### config.mk
export PLATFORM = sky130hd
export DESIGN_NAME = dual_rights_gate
export DESIGN_NICKNAME = d
export VERILOG_FILES = /design/src/rtl/rights_pkg.sv /design/src/rtl/rate_window_filter.sv /design/src/rtl/rights_match_check.sv /design/src/rtl/alert_tracker.sv /design/src/rtl/dual_rights_gate.sv
export SDC_FILE = /design/constraint.sdc
export NUM_CORES = 1
export LEC_CHECK = 0
export BUFFER_PORTS_ARGS = -buffer_cell sky130_fd_sc_hd__buf_2
export CORE_ASPECT_RATIO = 2
export CORE_UTILIZATION = 40
export CTS_CLUSTER_SIZE = 12
export DETAILED_ROUTE_END_ITERATION = 7
export PLACE_DENSITY = 0.8
export SLEW_MARGIN = 15
export SYNTH_ARGS = -nofsm -noshare
export SYNTH_HDL_FRONTEND = slang
export SYNTH_SLANG_ARGS = --single-unit
### constraint.sdc
create_clock -name clk -period 1.5 [get_ports clk]
set_input_delay 0.075 -clock clk [delete_from_list [all_inputs] [get_ports clk]]
set_output_delay 0.075 -clock clk [all_outputs]
set_load 0.01 [all_outputs]
### src/rtl/rights_pkg.sv
// Shared rights encoding for the dual-source access checker.
// Assumes: bit 0 of a rights code permits reads, bit 1 permits writes.
package rights_pkg;
    localparam int RIGHTS_W = 2;
    typedef enum logic [RIGHTS_W-1:0] {
        RIGHTS_NONE = 2'b00,
        RIGHTS_RD   = 2'b01,
        RIGHTS_WR   = 2'b10,
        RIGHTS_RW   = 2'b11
    } rights_e;
endpackage

### src/rtl/rate_window_filter.sv
// Admits at most MAX_REQ requests per window of WIN_LEN cycles.
// Assumes: windows start at the first cycle after reset and follow back to back;
// dropped requests do not count against the budget.
module rate_window_filter #(
    parameter int WIN_LEN = 64,
    parameter int MAX_REQ = 4
) (
    input  logic clk,
    input  logic rst_n,
    input  logic req_in,
    output logic admit
);
    localparam int WC_W = (WIN_LEN > 2) ? $clog2(WIN_LEN) : 1;
    localparam int RC_W = $clog2(MAX_REQ + 1);
    localparam logic [WC_W-1:0] WIN_LAST = WC_W'(WIN_LEN - 1);
    localparam logic [RC_W-1:0] REQ_MAX  = RC_W'(MAX_REQ);

    logic [WC_W-1:0] win_cnt;
    logic [RC_W-1:0] req_cnt;
    logic            win_end;

    // Budget check for the current request
    always_comb begin
        admit   = req_in && (req_cnt < REQ_MAX);
        win_end = (win_cnt == WIN_LAST);
    end

    // Cycle position within the window
    always_ff @(posedge clk) begin
        if (!rst_n)       win_cnt <= '0;
        else if (win_end) win_cnt <= '0;
        else              win_cnt <= win_cnt + 1'b1;
    end

    // Admitted requests in the current window
    always_ff @(posedge clk) begin
        if (!rst_n)       req_cnt <= '0;
        else if (win_end) req_cnt <= '0;
        else if (admit)   req_cnt <= req_cnt + 1'b1;
    end
endmodule

### src/rtl/rights_match_check.sv
// Compares the bus rights code against the secure rights code.
// Assumes: only admitted requests are judged; a 00 code never matches.
module rights_match_check
    import rights_pkg::*;
(
    input  logic                admit,
    input  logic [RIGHTS_W-1:0] bus_rights,
    input  logic [RIGHTS_W-1:0] sec_rights,
    output logic                match,
    output logic                violation
);
    // Match and violation decode
    always_comb begin
        match     = admit && (bus_rights == sec_rights) && (bus_rights != RIGHTS_NONE);
        violation = admit && !match;
    end
endmodule

### src/rtl/alert_tracker.sv
// Sticky alert flag and saturating violation counter.
// Assumes: a violation outranks a clear arriving in the same cycle.
module alert_tracker #(
    parameter int CNT_W = 8
) (
    input  logic             clk,
    input  logic             rst_n,
    input  logic             violation,
    input  logic             clr,
    output logic             alert,
    output logic [CNT_W-1:0] alert_count
);
    // Sticky flag: set by violation, cleared only by the secure side
    always_ff @(posedge clk) begin
        if (!rst_n)         alert <= 1'b0;
        else if (violation) alert <= 1'b1;
        else if (clr)       alert <= 1'b0;
    end

    // Violation counter, holds at all ones
    always_ff @(posedge clk) begin
        if (!rst_n)                                alert_count <= '0;
        else if (violation && (alert_count != '1)) alert_count <= alert_count + 1'b1;
    end
endmodule

### src/rtl/dual_rights_gate.sv
// Gate between a system bus and protected units: grants only when the bus
// rights code equals the secure controller code, with rate filtering.
// Assumes: sec_rights is set at configuration; outputs are one cycle after request.
module dual_rights_gate
    import rights_pkg::*;
#(
    parameter int ADDR_W  = 16,
    parameter int DATA_W  = 32,
    parameter int WIN_LEN = 64,
    parameter int MAX_REQ = 4,
    parameter int CNT_W   = 8
) (
    input  logic                clk,
    input  logic                rst_n,
    input  logic                bus_req,
    input  logic [RIGHTS_W-1:0] bus_rights,
    input  logic [ADDR_W-1:0]   bus_addr,
    input  logic [DATA_W-1:0]   bus_wdata,
    input  logic [RIGHTS_W-1:0] sec_rights,
    input  logic                sec_clr,
    output logic                grant,
    output logic                unit_rd_en,
    output logic                unit_wr_en,
    output logic [ADDR_W-1:0]   unit_addr,
    output logic [DATA_W-1:0]   unit_wdata,
    output logic                alert,
    output logic [CNT_W-1:0]    alert_count
);
    logic                admit;
    logic                match;
    logic                violation;
    logic [RIGHTS_W-1:0] en_q;

    rate_window_filter #(.WIN_LEN(WIN_LEN), .MAX_REQ(MAX_REQ)) u_rate (
        .clk(clk), .rst_n(rst_n), .req_in(bus_req), .admit(admit)
    );

    rights_match_check u_cmp (
        .admit(admit), .bus_rights(bus_rights), .sec_rights(sec_rights),
        .match(match), .violation(violation)
    );

    alert_tracker #(.CNT_W(CNT_W)) u_alert (
        .clk(clk), .rst_n(rst_n), .violation(violation), .clr(sec_clr),
        .alert(alert), .alert_count(alert_count)
    );

    // Grant stage register
    always_ff @(posedge clk) begin
        if (!rst_n) grant <= 1'b0;
        else        grant <= match;
    end

    // One enable register per rights bit
    for (genvar b = 0; b < RIGHTS_W; b++) begin : g_en
        always_ff @(posedge clk) begin
            if (!rst_n) en_q[b] <= 1'b0;
            else        en_q[b] <= match && bus_rights[b];
        end
    end

    assign unit_rd_en = en_q[0];
    assign unit_wr_en = en_q[1];

    // Address and data forwarded only on a granted access
    always_ff @(posedge clk) begin
        if (!rst_n) begin
            unit_addr  <= '0;
            unit_wdata <= '0;
        end else begin
            unit_addr  <= match ? bus_addr  : '0;
            unit_wdata <= match ? bus_wdata : '0;
        end
    end
endmodule

=== Word level (Yosys, flattened, before mapping) ===
Index checks and enable logic that the tools add are counted.

* Bits in registers: 69
* Bits of input ports: 56
* Output and inout port bits: 60
* Logic and storage cells: 31

* $add $sub $neg: 3
* Order comparisons: 1
* Equality and inequality tests: 3
* Muxes and demuxes: 2
* Bitwise gates (word level): 1
* Reduce and logical (&&, ||, !) cells: 12

{| class="wikitable"
|+ Operators with widths
! operator !! count
|-
| $add A8 B1 Y8 const B || 1
|-
| $ne A8 B8 Y1 const B || 1
|-
| $logic_and A1 B1 Y1 || 7
|-
| $add A6 B1 Y6 const B || 1
|-
| $eq A6 B6 Y1 const B || 1
|-
| $reduce_bool A2 Y1 || 2
|-
| $add A3 B1 Y3 const B || 1
|-
| $lt A3 B3 Y1 const B || 1
|-
| $eq A2 B2 Y1 || 1
|-
| $mux W1 || 2
|-
| $reduce_and A2 Y1 || 1
|-
| $reduce_or A2 Y1 || 1
|-
| $logic_not A1 Y1 || 1
|-
| $not A1 Y1 || 1
|}

=== Logic depth before layout (Yosys ltp) ===
* Depth after elaboration: 7
* Mapped depth: 5
* Gate-level depth less buffers: 5

=== Cells and area by module ===
From an unflattened synthesis, not the netlist that was laid out.

* Cell total of the unflattened synthesis: 208
* Area, all modules: 2294.7 um2

{| class="wikitable"
|+ Modules (own cells, without submodules)
! module !! instances !! cells an instance !! area each (um2) !! seq. area each (um2)
|-
| dual_rights_gate || 1 || 112 || 1441.4 || 1021.0
|-
| alert_tracker || 1 || 52 || 449.2 || 180.2
|-
| rate_window_filter || 1 || 38 || 352.8 || 180.2
|-
| rights_match_check || 1 || 6 || 51.3 || 0.0
|}

=== Worst setup path after synthesis ===
No wires, ideal clock.

* Path type: register -> register
* Start: register u_alert.alert_count[0]
* End: register u_alert.alert_count[3]
* Setup time: 0.072 ns
* Arrival time: 1.371 ns
* Required time: 1.428 ns
* Setup slack: 0.057 ns
* Cell stages (with the launch flop): 6
* Buffers on the path: 0
* Clock period less this slack: 1.443 ns
* Cells stage by stage: dfxtp_1 -> ha_1 -> nand3_1 -> o2111ai_1 -> or3_1 -> a21oi_1

* Longest elaborated chain between the ends: 2
* Elaborated cells between the ends (all ways): 3
* Classes of those cells: add/sub: 1; eq/ne: 1; reduce/logical: 1

{| class="wikitable"
|+ RTL lines
! element !! line !! text
|-
| from (decl) || alert_tracker.sv:11 || <nowiki>output logic [CNT_W-1:0] alert_count</nowiki>
|-
| from (signal assigned) || alert_tracker.sv:23 || <nowiki>else if (violation && (alert_count != '1)) alert_count <= alert_count + 1'b1;</nowiki>
|-
| parallel branches: the longest is 2 deep, another holds $add A8 B1 Y8 || - ||
|}

Several ways; the timed one is not identified.
A chain may end at the register's enable or synchronous reset.

=== Final worst setup path ===
* Start: register u_rate.req_cnt[2]
* End: register u_alert.alert_count[0]

* Longest elaborated chain between the ends: 7

{| class="wikitable"
|+ RTL lines
! element !! line !! text
|-
| from (decl) || rate_window_filter.sv:19 || <nowiki>logic [RC_W-1:0] req_cnt;</nowiki>
|-
| from (signal assigned) || rate_window_filter.sv:39 || <nowiki>else if (admit) req_cnt <= req_cnt + 1'b1;</nowiki>
|-
| $lt A3 B3 Y1 (*) || rate_window_filter.sv:24 || <nowiki>admit = req_in && (req_cnt < REQ_MAX);</nowiki>
|-
| $logic_and A1 B1 Y1 (*) || rate_window_filter.sv:24 ||
|-
| $logic_and A1 B1 Y1 (2 in a row) || rights_match_check.sv:14 || <nowiki>match = admit && (bus_rights == sec_rights) && (bus_rights != RIGHTS_NONE);</nowiki>
|-
| $logic_not A1 Y1 || rights_match_check.sv:15 || <nowiki>violation = admit && !match;</nowiki>
|-
| $logic_and A1 B1 Y1 (*) || rights_match_check.sv:15 ||
|-
| $logic_and A1 B1 Y1 (*) || alert_tracker.sv:23 ||
|}

Mark *: on every way between the ends. The rest lies on a longest branch, timed or not.

==> flow_summary.toml <==
[run_status]
status = "complete, no violations"

[layout]
areaGrowthSynthToFinish_pct = 61.9
layout_common_cells = "buf_2, dfxtp_1, dlygate4sd3_1, and2_1, clkbuf_8"
antenna_cells = 0
layoutNonFillerInstCount = 436
final_nets = 433
fin_util_pct = 68.1
layout_commonest_cell = "buf_2"
drive_gt1_share_pct = 36.8

[floorplanning]
start_util_pct = 42.1
rows = 37
design.portCount = 116
core_area_sq_um = 5230
die_h_um = 107
dieArea_sq_um = 5820
die_w_um = 54.5

[timing]
hold_violations = 0
fin_setup_tns_ns = 0
min_period_over_period_pct = 92.6
whs_ns = 0.0319
min_period_ns = 1.39
slew_violations = 0
clock_skew_ns = 0.00528
max_slew_margin_pct = 74.9
max_freq_mhz = 720
worstMarginPinSlew_ns = 0.377
final-setup-viol-count = 0

[placement]
placed_cells = 369
portBuffers = 115
dp_hpwl_mm = 3.58
place_congestion = 0.665

[power]
switching_share_pct = 21.8
pwr_density_cell_nw_per_um2 = 1010
p_switching_mw = 0.781
peakVddDrop_uv = 845
p_leak_nw = 1.73
clock_power_share_pct = 37.9
p_int_mw = 2.80
seqPwrFrac_pct = 52.8
total_power_mw = 3.58
power_frac_comb_pct = 9.3

[clocking]
cts.clk_slew.worst_paths_ns = 0.07
cts.path.max_buffers = 2
cts_sinks = 69
clk_latency_ns = 0.34
cts_buffers = 9
h-tree-depth = 3
cts_tree = "yes"
clock-root-buffer = "clkbuf_8"

[drt]
totalWireLength_mm = 5.68
dr_total_vias = 2053
wl_per_cell_um = 13.0
drc = 0
drtPass1Iterations = 4
drtAntennaViolNets = 0
vias_per_cell = 4.71
drt_iter0_markers = 35

[logic_synthesis]
ys.flop_type = "dfxtp_1"
synth_edf_count = 0
syn_area_per_cell_sq_um = 11.1
seq_area_frac_synth_pct = 62.8
synthDistinctLibCells = 37
async_flop_share_pct = 0
synth-seq-cells = 69
ys_warn_count = 0
synth_nets = 258
syn_area_sq_um = 2200
synthCells = 199

[worst_setup_path]
cp_cell_sequence = "and2b_2 > o221ai_4 > or3_1 > a21oi_1"
critPathRequiredTime_ns = 1.77
max_stage_delay_ns = 0.39
worst_path_max_delay_cell = "or3_1"
crit_arrival_ns = 1.66
worst-setup-path-type = "reg2reg"
cp_max_fo = 12
start_kind = "flip-flop"
end_kind = "flip-flop"

[global_routing]
track_usage_pct = 21.2
grt_pass1_wl_mm = 8.60
grt_overflow = 0
antenna_found_initial = 0
grt_start_max_net_pins = 52
grt_pass1_vias = 2087

[run]
cap_violations = 0

[min_path]
hold_path.class = "in2reg"
-- state kept, by name (all words and copies together), names as in the netlist --
signal               count
grant                    1
u_rate.win_cnt           6
unit_wdata              32
u_alert.alert_count      8
u_rate.req_cnt           3
unit_rd_en               1
unit_wr_en               1
u_alert.alert            1
unit_addr               16
-- metal layers --
metal  track usage, %  routed length (um)  vias to the layer above
li1                 -                   -                     1015
met1             17.1                1980                      943
met2             40.4                3230                       81
met3             6.10                 325                       14
met4             12.1                 147                        0
met5                0                   0                        -
-- critical path: cells and delay by family, from the launching register on --
kind	cells	cell delay [ns]
AO/OA/AOI/OAI	2	0.33
AND/OR/NAND/NOR	2	0.67
flip-flops	1	0.31
-- timing repair --
action,4_1_cts,5_1_grt
hold buffers,51,0
resized for setup,0,3
hold endpoints to repair,51,0
setup buffers,0,1
setup endpoints to repair,0,7
-- Yosys cell counts (2+ instances only) --
library cell  count  area share [%]
nor2_1           10             1.7
dfxtp_1          69              63
nor3_1            2            0.45
xnor2_1           2            0.80
clkbuf_2          4            0.91
o21ai_0           5             1.1
nand2_1           5            0.85
xor2_1            3             1.2
and2_1           49              14
ha_1              3             1.7
inv_1             3            0.51
or3_1             4             1.1
nand4_1           2            0.57
o41ai_1           2            0.80
a21oi_1          11             2.5
nand3_1           4            0.91
-- per-stage QoR --
step | setup WS (ns) | instance area (sq um)
floorplan | 0.0566 | 2200
global placement | 0.102 | 2850
detailed placement | 0.0408 | 2850
CTS | 0.0307 | 3540
global route | -0.0106 | 3560
finish | 0.111 | 3560
-- power groups by stage --
stage                     registers [mW]  logic (mW)  clock network [mW]
after global placement              1.93       0.207                   0
final                               1.89       0.331                1.36
after floorplan                     1.95      0.0873                   0
after global routing                1.90       0.368                1.48
after detailed placement            1.93       0.218                   0
after CTS                           1.89       0.320                1.40
-- path summary, 6_finish.rpt --
kind / from / endpoint / slack [ns] / cells past startpoint
max reg2reg: u_rate.req_cnt[2]$_SDFFE_PP0P_ / u_alert.alert_count[0]$_SDFFE_PN0P_ / 0.11 / 4
max: u_rate.req_cnt[2]$_SDFFE_PP0P_ / u_alert.alert_count[0]$_SDFFE_PN0P_ / 0.11 / 4
min: bus_rights[0] / unit_rd_en$_SDFF_PN0_ / 0.03 / 2
min reg2reg: u_rate.win_cnt[0]$_SDFF_PP0_ / u_rate.win_cnt[0]$_SDFF_PP0_ / 0.46 / 1
-- area by class of cell --
type | instances | area (sq um)
Clock buffer | 14 | 173
Clock inverter | 1 | 5.00
Fill cell | 417 | 1670
Inverter | 4 | 15.0
Multi-Input combinational cell | 120 | 787
Sequential cell | 69 | 1380
Tap cell | 58 | 72.6
Timing Repair Buffer | 170 | 1130
-- cell families after synthesis --
group / share of synthesized area (%)
simple gates: 21.9
flops: 62.8
compound gates: 8.87
buf+inv: 2.33
xor+xnor: 1.99
fa+ha+maj: 1.71
mux: 0.455
Note: power is estimated with default switching activity, not from simulation.
